<file path="src/rtl/nif_pkg.sv">
// Shared flit layout and control-field positions for the receive interface.
// Assumes a single lane bit, i.e. two lanes.
package nif_pkg;
    localparam int DATA_W  = 32;
    localparam int LANE_W  = 1;
    localparam int NLANES  = 2 ** LANE_W;
    localparam int FLIT_W  = DATA_W + LANE_W + 2 + 3;

    typedef struct packed {
        logic [2:0]        spare;
        logic              last;
        logic              first;
        logic [LANE_W-1:0] lane;
        logic [DATA_W-1:0] data;
    } flit_t;

    // control flit payload fields
    localparam int CF_RUN   = 0;
    localparam int CF_NPC   = 1;
    localparam int CF_SLEEP = 2;
    localparam int CF_WAKE  = 3;
    localparam int CF_KIND  = 4;
    localparam int CF_PC_LSB   = 8;
    localparam int CF_ADDR_LSB = 16;
    localparam int CF_ADDR_W   = 16;
endpackage

</file>
<file path="src/rtl/nif_rxq.sv">
// Receive queue: a circular buffer of DEPTH flits with an occupancy count.
// Assumes DEPTH is a power of two; a push into a full queue is dropped.
module nif_rxq #(
    parameter int W     = 38,
    parameter int DEPTH = 16,
    localparam int AW   = $clog2(DEPTH),
    localparam int CW   = $clog2(DEPTH + 1)
) (
    input  logic          clk,
    input  logic          rst_n,
    input  logic          push_i,
    input  logic [W-1:0]  din_i,
    input  logic          pop_i,
    output logic [W-1:0]  dout_o,
    output logic          empty_o,
    output logic [CW-1:0] cnt_o
);
    logic [W-1:0]  mem [DEPTH];
    logic [AW-1:0] wr_q, rd_q;
    logic [CW-1:0] cnt_q;
    logic          do_push, do_pop;

    assign do_push = push_i && (cnt_q != CW'(DEPTH));
    assign do_pop  = pop_i && (cnt_q != '0);
    assign dout_o  = mem[rd_q];
    assign empty_o = (cnt_q == '0);
    assign cnt_o   = cnt_q;

    // storage write
    always_ff @(posedge clk) begin
        if (do_push) mem[wr_q] <= din_i;
    end

    // pointers and occupancy
    always_ff @(posedge clk) begin
        if (!rst_n) begin
            wr_q  <= '0;
            rd_q  <= '0;
            cnt_q <= '0;
        end else begin
            if (do_push) wr_q <= wr_q + 1'b1;
            if (do_pop)  rd_q <= rd_q + 1'b1;
            case ({do_push, do_pop})
                2'b10:   cnt_q <= cnt_q + 1'b1;
                2'b01:   cnt_q <= cnt_q - 1'b1;
                default: cnt_q <= cnt_q;
            endcase
        end
    end
endmodule

</file>
<file path="src/rtl/nif_lane.sv">
// Per-lane packet assembler. Classifies the presented flit against the lane's
// packet state and, when take_i is high, consumes it. Assumes flits of one
// packet reach this lane in order; a first-flit always restarts the packet.
module nif_lane
    import nif_pkg::*;
(
    input  logic                 clk,
    input  logic                 rst_n,
    input  flit_t                flit_i,
    input  logic                 take_i,
    output logic                 is_ctrl_o,
    output logic                 word_done_o,
    output logic                 instr_o,
    output logic [CF_ADDR_W-1:0] addr_o,
    output logic [3*DATA_W-1:0]  word_o
);
    typedef enum logic [1:0] {L_IDLE, L_CTRL, L_PAY} lst_e;

    lst_e                  st_q;
    logic                  instr_q;
    logic [CF_ADDR_W-1:0]  addr_q;
    logic [1:0]            beat_q;
    logic [2*DATA_W-1:0]   buf_q;
    logic                  payload;
    logic [1:0]            last_beat;
    logic                  unused_lane;

    assign unused_lane = ^{flit_i.spare, flit_i.lane};

    // classify the presented flit
    always_comb begin
        is_ctrl_o   = (st_q == L_CTRL) && !flit_i.first;
        payload     = (st_q == L_PAY) && !flit_i.first;
        last_beat   = instr_q ? 2'd2 : 2'd1;
        word_done_o = payload && (beat_q == last_beat);
        instr_o     = instr_q;
        addr_o      = addr_q;
        word_o      = instr_q ? {flit_i.data, buf_q}
                              : {{DATA_W{1'b0}}, flit_i.data, buf_q[DATA_W-1:0]};
    end

    // packet state, framing buffer and address counter
    always_ff @(posedge clk) begin
        if (!rst_n) begin
            st_q    <= L_IDLE;
            instr_q <= 1'b0;
            addr_q  <= '0;
            beat_q  <= '0;
            buf_q   <= '0;
        end else if (take_i) begin
            if (flit_i.first) begin
                st_q <= flit_i.last ? L_IDLE : L_CTRL;
            end else if (is_ctrl_o) begin
                instr_q <= flit_i.data[CF_KIND];
                addr_q  <= flit_i.data[CF_ADDR_LSB +: CF_ADDR_W];
                beat_q  <= '0;
                st_q    <= flit_i.last ? L_IDLE : L_PAY;
            end else if (payload) begin
                if (word_done_o) begin
                    beat_q <= '0;
                    addr_q <= addr_q + 1'b1;
                end else begin
                    beat_q <= beat_q + 1'b1;
                    if (beat_q[0]) buf_q[2*DATA_W-1:DATA_W] <= flit_i.data;
                    else           buf_q[DATA_W-1:0]        <= flit_i.data;
                end
                if (flit_i.last) st_q <= L_IDLE;
            end
        end
    end
endmodule

</file>
<file path="src/rtl/nif_ctl.sv">
// Engine control decoder: turns each control flit into run, PC-load and
// sleep state. Wake wins over sleep when both bits are set.
module nif_ctl
    import nif_pkg::*;
#(
    parameter int PC_W = 8
) (
    input  logic              clk,
    input  logic              rst_n,
    input  logic              fire_i,
    input  logic [DATA_W-1:0] word_i,
    output logic              run_o,
    output logic              pc_load_o,
    output logic [PC_W-1:0]   pc_start_o,
    output logic              sleep_o
);
    logic unused_bits;
    assign unused_bits = ^{word_i[DATA_W-1:CF_PC_LSB+PC_W], word_i[CF_PC_LSB-1:CF_KIND]};

    // decode control fields on a consumed control flit
    always_ff @(posedge clk) begin
        if (!rst_n) begin
            run_o      <= 1'b0;
            pc_load_o  <= 1'b0;
            pc_start_o <= '0;
            sleep_o    <= 1'b0;
        end else if (fire_i) begin
            run_o     <= word_i[CF_RUN];
            pc_load_o <= word_i[CF_NPC];
            if (word_i[CF_NPC]) pc_start_o <= word_i[CF_PC_LSB +: PC_W];
            if (word_i[CF_WAKE])       sleep_o <= 1'b0;
            else if (word_i[CF_SLEEP]) sleep_o <= 1'b1;
        end else begin
            pc_load_o <= 1'b0;
        end
    end
endmodule

</file>
<file path="src/rtl/pe_netif.sv">
// Receive-side network interface of a processing engine. Queues flits, steers
// each to its lane assembler, writes framed words to data or instruction
// memory, yields data writes to local stores, and drives engine control.
// Assumes at most one flit per cycle from the router, which honours
// almost_full_o with enough slack for its in-flight flits.
module pe_netif
    import nif_pkg::*;
#(
    parameter int DEPTH   = 16,
    parameter int AF_FREE = 2,
    parameter int DADDR_W = 10,
    parameter int IADDR_W = 10,
    parameter int PC_W    = 8,
    localparam int CW     = $clog2(DEPTH + 1)
) (
    input  logic                 clk,
    input  logic                 rst_n,
    input  logic                 flit_valid_i,
    input  logic [FLIT_W-1:0]    flit_i,
    output logic                 almost_full_o,
    input  logic                 rf_store_i,
    input  logic                 wfd_i,
    output logic                 dmem_we_o,
    output logic [DADDR_W-1:0]   dmem_addr_o,
    output logic [2*DATA_W-1:0]  dmem_wdata_o,
    output logic                 imem_we_o,
    output logic [IADDR_W-1:0]   imem_addr_o,
    output logic [3*DATA_W-1:0]  imem_wdata_o,
    output logic                 run_o,
    output logic                 pc_load_o,
    output logic [PC_W-1:0]      pc_start_o,
    output logic                 sleep_o,
    output logic                 brk_o
);
    logic [FLIT_W-1:0]    q_dout;
    logic                 q_empty;
    logic [CW-1:0]        q_cnt;
    flit_t                head;
    logic                 pop, stall, ctrl_fire;
    logic                 sel_ctrl, sel_done, sel_instr;
    logic [CF_ADDR_W-1:0] sel_addr;
    logic [3*DATA_W-1:0]  sel_word;

    logic                 lane_ctrl  [NLANES];
    logic                 lane_done  [NLANES];
    logic                 lane_instr [NLANES];
    logic [CF_ADDR_W-1:0] lane_addr  [NLANES];
    logic [3*DATA_W-1:0]  lane_word  [NLANES];
    logic                 unused_hi;

    nif_rxq #(.W(FLIT_W), .DEPTH(DEPTH)) u_q (
        .clk(clk), .rst_n(rst_n),
        .push_i(flit_valid_i), .din_i(flit_i),
        .pop_i(pop), .dout_o(q_dout), .empty_o(q_empty), .cnt_o(q_cnt)
    );

    assign head          = flit_t'(q_dout);
    assign almost_full_o = (q_cnt >= CW'(DEPTH - AF_FREE));

    for (genvar g = 0; g < NLANES; g++) begin : g_lane
        logic take;
        assign take = pop && (int'(head.lane) == g);
        nif_lane u_lane (
            .clk(clk), .rst_n(rst_n), .flit_i(head), .take_i(take),
            .is_ctrl_o(lane_ctrl[g]), .word_done_o(lane_done[g]),
            .instr_o(lane_instr[g]), .addr_o(lane_addr[g]), .word_o(lane_word[g])
        );
    end

    // pick the lane addressed by the head flit, and decide whether it may leave
    always_comb begin
        sel_ctrl  = lane_ctrl[head.lane];
        sel_done  = lane_done[head.lane];
        sel_instr = lane_instr[head.lane];
        sel_addr  = lane_addr[head.lane];
        sel_word  = lane_word[head.lane];
        stall     = rf_store_i && sel_done && !sel_instr;
        pop       = !q_empty && !stall;
        ctrl_fire = pop && sel_ctrl;
    end

    assign unused_hi = ^{sel_addr[CF_ADDR_W-1:(DADDR_W < IADDR_W ? DADDR_W : IADDR_W)]};

    // registered memory write ports and break pulse
    always_ff @(posedge clk) begin
        if (!rst_n) begin
            dmem_we_o    <= 1'b0;
            dmem_addr_o  <= '0;
            dmem_wdata_o <= '0;
            imem_we_o    <= 1'b0;
            imem_addr_o  <= '0;
            imem_wdata_o <= '0;
            brk_o        <= 1'b0;
        end else begin
            dmem_we_o <= pop && sel_done && !sel_instr;
            imem_we_o <= pop && sel_done && sel_instr;
            brk_o     <= pop && sel_done && !sel_instr && head.last && wfd_i;
            if (pop && sel_done && !sel_instr) begin
                dmem_addr_o  <= sel_addr[DADDR_W-1:0];
                dmem_wdata_o <= sel_word[2*DATA_W-1:0];
            end
            if (pop && sel_done && sel_instr) begin
                imem_addr_o  <= sel_addr[IADDR_W-1:0];
                imem_wdata_o <= sel_word;
            end
        end
    end

    nif_ctl #(.PC_W(PC_W)) u_ctl (
        .clk(clk), .rst_n(rst_n), .fire_i(ctrl_fire), .word_i(head.data),
        .run_o(run_o), .pc_load_o(pc_load_o), .pc_start_o(pc_start_o),
        .sleep_o(sleep_o)
    );
endmodule

</file>
<file path="config.mk">
export PLATFORM = sky130hd
export DESIGN_NAME = pe_netif
export DESIGN_NICKNAME = d
export VERILOG_FILES = /design/src/rtl/nif_pkg.sv /design/src/rtl/nif_rxq.sv /design/src/rtl/nif_lane.sv /design/src/rtl/nif_ctl.sv /design/src/rtl/pe_netif.sv
export SDC_FILE = /design/constraint.sdc
export NUM_CORES = 1
export LEC_CHECK = 0
export BUFFER_PORTS_ARGS = -buffer_cell sky130_fd_sc_hd__buf_2
export CORE_UTILIZATION = 45
export DETAILED_ROUTE_END_ITERATION = 16
export PLACE_DENSITY = 0.72
export SLEW_MARGIN = 20
export SYNTH_ARGS = -nofsm -noshare
export SYNTH_HDL_FRONTEND = slang
export SYNTH_HIERARCHICAL = 1
export SYNTH_SLANG_ARGS = --single-unit
</file>
<file path="constraint.sdc">
create_clock -name clk -period 4.6 [get_ports clk]
set_clock_uncertainty 0.1 [all_clocks]
set_input_delay 0.46 -clock clk [delete_from_list [all_inputs] [get_ports clk]]
set_output_delay 0.46 -clock clk [all_outputs]
set_load 0.1 [all_outputs]
</file>
==> results of run 1 <==
==> sequential cells by signal, indices dropped and copies added (netlist names), named ones only <==
signal	cells
u_q/cnt_o	5
u_q/rd_q	4
dmem_addr_o	10
imem_addr_o	10
u_ctl/pc_start_o	8
u_ctl/pc_load_o	1
u_ctl/sleep_o	1
g_lane.u_lane/addr_o	20
u_ctl/run_o	1
dmem_wdata_o	64
g_lane.u_lane/instr_o	2
g_lane.u_lane/st_q	4
g_lane.u_lane/beat_q	4
imem_wdata_o	96
g_lane.u_lane/buf_q	128
u_q/wr_q	4
imem_we_o	1
dmem_we_o	1
brk_o	1
u_q/mem	560
==> layout by cell type (no fill, tap or decap), drive strengths merged, types with 7 or more instances in the layout <==
cell      n
edfxtp  560
dfxtp   369
a22oi    72
nor2b    55
o21a      7
bufinv   11
mux2    140
a21boi   69
o31ai    11
o221a    34
mux4    140
nor2     47
o211ai    8
clkbuf  123
nand3    15
inv      23
and2     76
buf     328
nand4    17
o21ai    18
a211o    33
clkinv   32
nand2   553
nand2b    7
a21oi   102
ha       10
mux2i   155
xnor2     7
nor3     21
==> final cells by class <==
cell class,instances,area share (%)
diodes,3,0.01703
clock buffers,123,5.865
clock inverters,48,1.232
inverters,22,0.1874
multi-input cells,1658,30.01
flip-flops and latches,929,54.94
well taps,1144,3.248
repair buffers,329,4.503
==> routing by layer <==
| layer | track usage (%) | wire length (µm) | vias up |
|---|---|---|---|
| met5 | 0 | 113 | - |
| met4 | 7.633 | 3381 | 18 |
| met3 | 4.692 | 7824 | 207 |
| met2 | 35.06 | 45200 | 891 |
| met1 | 29.55 | 40490 | 11923 |
| li1 | - | - | 10846 |
==> critical path: cells and delay by family (launching register included) <==
| family | cells | cell delay [ns] |
|---|---|---|
| AO/OA/AOI/OAI | 5 | 1.10 |
| XOR/XNOR | 1 | 0.19 |
| multiplexers | 1 | 0.53 |
| AND/OR/NAND/NOR | 5 | 0.90 |
| buffers and inverters | 2 | 0.26 |
| flip-flops | 1 | 0.46 |
| adder cells (fa/ha/maj) | 2 | 0.54 |
==> what timing repair did <==
| item | CTS | global route |
|---|---|---|
| hold buffers | 1 | 0 |
| hold endpoints to repair | 1 | 0 |
| gates resized for setup | 0 | 0 |
==> power breakdown <==
| group | switching (mW) | leakage, nW | total, mW | internal (mW) |
|---|---|---|---|---|
| clock | 3.18 | 1.53 | 7.75 | 4.58 |
| combinational | 2.80 | 6.07 | 4.64 | 1.85 |
| sequential | 0.132 | 8.03 | 9.14 | 9.01 |
| total | 6.11 | 15.6 | 21.5 | 15.4 |
==> per-stage QoR <==
stage | hold WS, ns | worst slack, ns | std cells | instance area, µm²
global placement | 0.3363 | 0.4284 | 4081 | 40930
CTS | 0.04221 | 0.3990 | 4253 | 44060
detailed placement | 0.3433 | 0.4249 | 4081 | 40930
floorplan | 0.3329 | 0.2625 | 2892 | 38840
global route | 0.05503 | 0.02617 | 4253 | 44060
finish | 0.08058 | 0.3772 | 4256 | 44070
==> final timing paths <==
| check | from | to | slack [ns] |
|---|---|---|---|
| worst min register to register | imem_wdata_o[16]$_SDFFE_PN0P_ | imem_wdata_o[16]$_SDFFE_PN0P_ | 0.35 |
| worst max register to register | flip-flop | u_q/cnt_o[4]$_SDFFE_PN0P_ | 0.38 |
| worst min-delay path | flit_i[9] | u_q/mem[14][9]$_DFFE_PP_ | 0.08 |
| worst max-delay path | flip-flop | u_q/cnt_o[4]$_SDFFE_PN0P_ | 0.38 |
==> flow_summary.json, run 1 <==
{
  "status": "finished clean",
  "finalPower_mw": 21.54,
  "antenna_found_initial": 15,
  "die_h_um": 295.8,
  "clock_sinks": 929,
  "clkLatencyLatePin_ns": 0.65,
  "cts_tree": "built",
  "tns_ns": 0,
  "crit_path_max_fanout": 13,
  "die_x_um": 295.8,
  "max-slew-margin-rel_pct": 30.26,
  "clkTransAtPathRegs_ns": 0.06,
  "final_util_pct": 51.68,
  "power_density_mw_per_mm2": 488.6,
  "die_area_mm2": 0.08749,
  "rows": 107,
  "avgSynthCellArea_um2": 13.43,
  "max_stage_delay_ns": 0.53,
  "gp_congestion": 0.8668,
  "synthCells": 2892,
  "netlist_area_mm2": 0.03884,
  "initial_core_util_pct": 45.54,
  "cts_buffers": 94,
  "pin_count": 238,
  "critPathSlowestCell": "mux4_2",
  "core_mm2": 0.08528,
  "tightest_slew_ns": 1.044,
  "path_cells": "mux4_2 -> a22oi_1 -> nand2_1 -> buf_4 -> nor3_1 -> nand3b_1 -> a21boi_0 -> nor2_1 -> o21ai_4 -> inv_1 -> ha_1 -> xor2_1 -> ha_1 -> o31ai_1 -> o21a_1 -> nand4_1",
  "grt_pass1_vias": 22875,
  "dr.pass1.iters": 5,
  "maxSlewViolCount": 0,
  "finalCritPeriodShare_pct": 91.80,
  "peakVddDrop_uv": 352.7,
  "syn_nets": 2945,
  "ff_latch_area_mm2": 0.02421,
  "final_nets": 3087,
  "cts_buffer_depth": 3,
  "grt_pass1_wl_mm": 143.6,
  "wirelength_mm": 97.00,
  "hp-class": "input port to flip-flop",
  "multi_input_area_mm2": 0.01322,
  "grt_overflow_total": 0,
  "wl_per_cell_um": 22.79,
  "grtUsageTotal_pct": 21.92,
  "fmax_mhz": 236.8,
  "p_leak_nw": 15.63,
  "worstHoldPathCells": 1,
  "vias": 23885,
  "drc": 0,
  "antenna_left": 0,
  "drive_gt1_share_pct": 27.11,
  "r2r_cells": 16,
  "synthToLayoutAreaGrowth_pct": 13.47,
  "rsz0062_at_grt": "no",
  "synth_warnings": 6,
  "cp.arrival_ns": 4.64,
  "start_kind": "flip-flop",
  "path_class": "flip-flop to flip-flop",
  "nFillCells": 7084,
  "grt_max_degree": 137,
  "crit_path_frequent_cell": "ha_1",
  "cp-end-kind": "flip-flop",
  "cap_violations": 0,
  "hold_viol": 0,
  "cts-root-buf": "clkbuf_16",
  "via_per_inst": 5.612,
  "cts_max_level": 3,
  "cts_setup_buffers": 0,
  "hpwlAfterDp_mm": 59.55,
  "numPortBuffers": 234,
  "finalSetupViolCount": 0,
  "crit_required_ns": 5.02,
  "drt_iter0_drc": 2101,
  "post-route-min-period_ns": 4.223
}
(Power assumes the default switching activity.)
==> run 2: changes to the inputs <==
- PLACE_DENSITY: 0.72 -> 0.73
- SYNTH_HIERARCHICAL: 1 -> not set
==> run 2 against run 1 <==
Net effect: non-clock buffer count down 38; wire length decreased by 4.9%; register-to-register slack worse by 0.02 ns; core utilization is 0.62 points higher; largest power group unchanged; critical path type unchanged.
==> flow_summary.json, run 2 <==
{
  "status": "finished clean",
  "ys_ff_latch": 929,
  "drt_iter0_drc": 2283,
  "clkTransAtPathRegs_ns": 0.07,
  "final_nets": 2805,
  "switching_share_pct": 27.98,
  "max-slew-margin-rel_pct": 29.58,
  "crit_path_max_fanout": 57,
  "cp.arrival_ns": 4.71,
  "grtUsageTotal_pct": 22.27,
  "maxSlewViolCount": 0,
  "antenna_found_initial": 11,
  "avgSynthCellArea_um2": 14.34,
  "power_density_mw_per_mm2": 493.9,
  "vias": 22575,
  "cts_max_level": 3,
  "grt_pass1_wl_mm": 139.4,
  "synth_warnings": 0,
  "tns_ns": 0,
  "tightest_slew_ns": 1.056,
  "cts_tree": "built",
  "finalSetupViolCount": 0,
  "die_area_mm2": 0.08252,
  "crit_family": "compound AO/OA/AOI/OAI gates",
  "drive_gt1_share_pct": 24.44,
  "synth_edf_count": 560,
  "holdCritStartpoint": "flit_i[18]",
  "initial_core_util_pct": 45.46,
  "rows": 104,
  "clock_sinks": 929,
  "rsz0062_at_grt": "no",
  "layout_common_cells": "edfxtp_1 (560), dfxtp_1 (365), nand2_1 (310)",
  "numPortBuffers": 234,
  "top_register": "u_q.mem",
  "combPwrFrac_pct": 19.8,
  "cap_violations": 0,
  "clkPwrFrac_pct": 36.3,
  "cts-root-buf": "clkbuf_16",
  "pin_count": 238,
  "crit_path_frequent_cell": "a21oi_1",
  "ys_types": 57,
  "finalCritPeriodShare_pct": 92.31,
  "wirelength_mm": 92.26,
  "synthCells": 2553,
  "path_class": "flip-flop to flip-flop",
  "yosysTopAreaCellShare_pct": 45.92,
  "antenna_left": 0,
  "syn_nets": 2605,
  "grt_pass1_vias": 22609,
  "peakVddDrop_uv": 302.0,
  "grt_overflow_total": 0,
  "largest_register_ffs": 560,
  "cp-end-kind": "flip-flop",
  "dominantRegCellSynth": "edfxtp_1",
  "core_mm2": 0.08055,
  "die_x_um": 287.3,
  "synth_commonest_cells": "edfxtp_1 (560), dfxtp_1 (369), nand2_1 (310)",
  "path_cells": "buf_4 -> mux4_2 -> nor4b_1 -> a211o_1 -> o21bai_1 -> nand2_1 -> inv_1 -> ha_1 -> a21o_1 -> a21oi_1 -> or4_1 -> a21oi_1",
  "synth.most_common_cell": "edfxtp_1",
  "netlist_area_mm2": 0.03662,
  "async_flop_share_pct": 0,
  "via_per_inst": 5.802,
  "nFillCells": 6412,
  "synth_top_area_cell": "edfxtp_1",
  "top_regs": "u_q.mem (560), g_lane.u_lane.buf_q (128), imem_wdata_o (96)",
  "start_kind": "flip-flop",
  "seqPwrFrac_pct": 44.0,
  "grt_max_degree": 110,
  "final_common_cell": "edfxtp_1",
  "crit_required_ns": 5.06,
  "clkLatencyLatePin_ns": 0.65,
  "insertedDiodeCount": 0,
  "p_leak_nw": 14.92,
  "p_switching_mw": 5.821,
  "max_stage_delay_ns": 0.67,
  "ys_seq_area_share_pct": 66.09,
  "synth.top_cells.by_area": "edfxtp_1 (46%), dfxtp_1 (20%), mux4_2 (11%)",
  "die_h_um": 287.3,
  "hold_viol": 0,
  "cts_buffers": 92,
  "worst-path-buf-inv": 2,
  "hpwlAfterDp_mm": 55.70,
  "hp-class": "input port to flip-flop",
  "internal_power_mw": 14.98,
  "post-route-min-period_ns": 4.246,
  "gp_congestion": 0.8436,
  "placedCellCount": 3717,
  "cts_buffer_depth": 3,
  "fin_cells": 3891,
  "fin_hold_ws_ns": 0.09205,
  "synthToLayoutAreaGrowth_pct": 15.03,
  "critPathSlowestCell": "buf_4",
  "fmax_mhz": 235.5,
  "dr.pass1.iters": 7,
  "drc": 0,
  "wl_per_cell_um": 23.71
}
## run 2: worst paths after layout
| kind | depth (start not counted) | slack (ns) | to |
|---|---|---|---|
| worst max register to register | 12 | 0.35 | u_q.cnt_o[2]$_SDFFE_PN0P_ |
| worst max-delay path | 12 | 0.35 | u_q.cnt_o[2]$_SDFFE_PN0P_ |
| worst min register to register | 2 | 0.36 | imem_wdata_o[12]$_SDFFE_PN0P_ |
| worst min-delay path | 1 | 0.09 | u_q.mem[1][18]$_DFFE_PP_ |
## run 2: logic make-up after synthesis
kind of cell    after synthesis  share of synthesized area [%]
flops                       929                          66.09
buf+inv                     231                          2.696
simple gates                688                          8.572
fa+ha+maj                     9                         0.3075
xor+xnor                      8                         0.1913
mux                         447                          18.31
compound gates              241                          3.827
## run 2: cell type report
cell class | instances | area [µm²] | share of cell area [%]
Inverter | 46 | 173.9 | 0.4129
Multi-Input combinational cell | 1393 | 11580 | 27.50
Clock inverter | 61 | 580.6 | 1.378
Sequential cell | 929 | 24210 | 57.48
Tap cell | 1060 | 1326 | 3.149
Clock buffer | 111 | 2457 | 5.834
Timing Repair Buffer | 291 | 1787 | 4.242
## run 2: repair_timing
item | in CTS | in global routing
hold buffers | 1 | 0
resized for setup | 0 | 0
buffers inserted | 0 | 0
endpoints found under the hold margin | 1 | 0
## run 2: layer usage
layer / global-route usage [%] / share of wire [%]
met3: 4.341 / 8.2
met4: 6.516 / 2.3
met5: 0 / 0.13
met2: 37.08 / 49
met1: 29.57 / 40
## run 2: per-stage QoR
| step | area (µm²) | utilization [%] | total power, mW | setup slack [ns] |
|---|---|---|---|---|
| 2_1_floorplan | 36620 | - | 12.11 | 0.2661 |
| 3_3_place_gp | 39050 | 48.48 | 13.30 | 0.5462 |
| 3_5_place_dp | 39050 | 48.48 | 13.40 | 0.4013 |
| 4_1_cts | 42100 | 52.27 | 20.90 | 0.3492 |
| 5_1_grt | 42120 | 52.30 | 21.49 | 0.04389 |
| 6_report | 42120 | 52.30 | 20.80 | 0.3535 |
## run 2: power groups by stage
stage               registers (mW)  clock network (mW)  logic (mW)
finish                        9.14                7.55        4.11
global route                  9.16                7.98        4.35
CTS                           9.14                7.65        4.12
detailed placement            9.31                   0        4.09
global placement              9.30                   0        4.00
floorplan                     9.28                   0        2.83
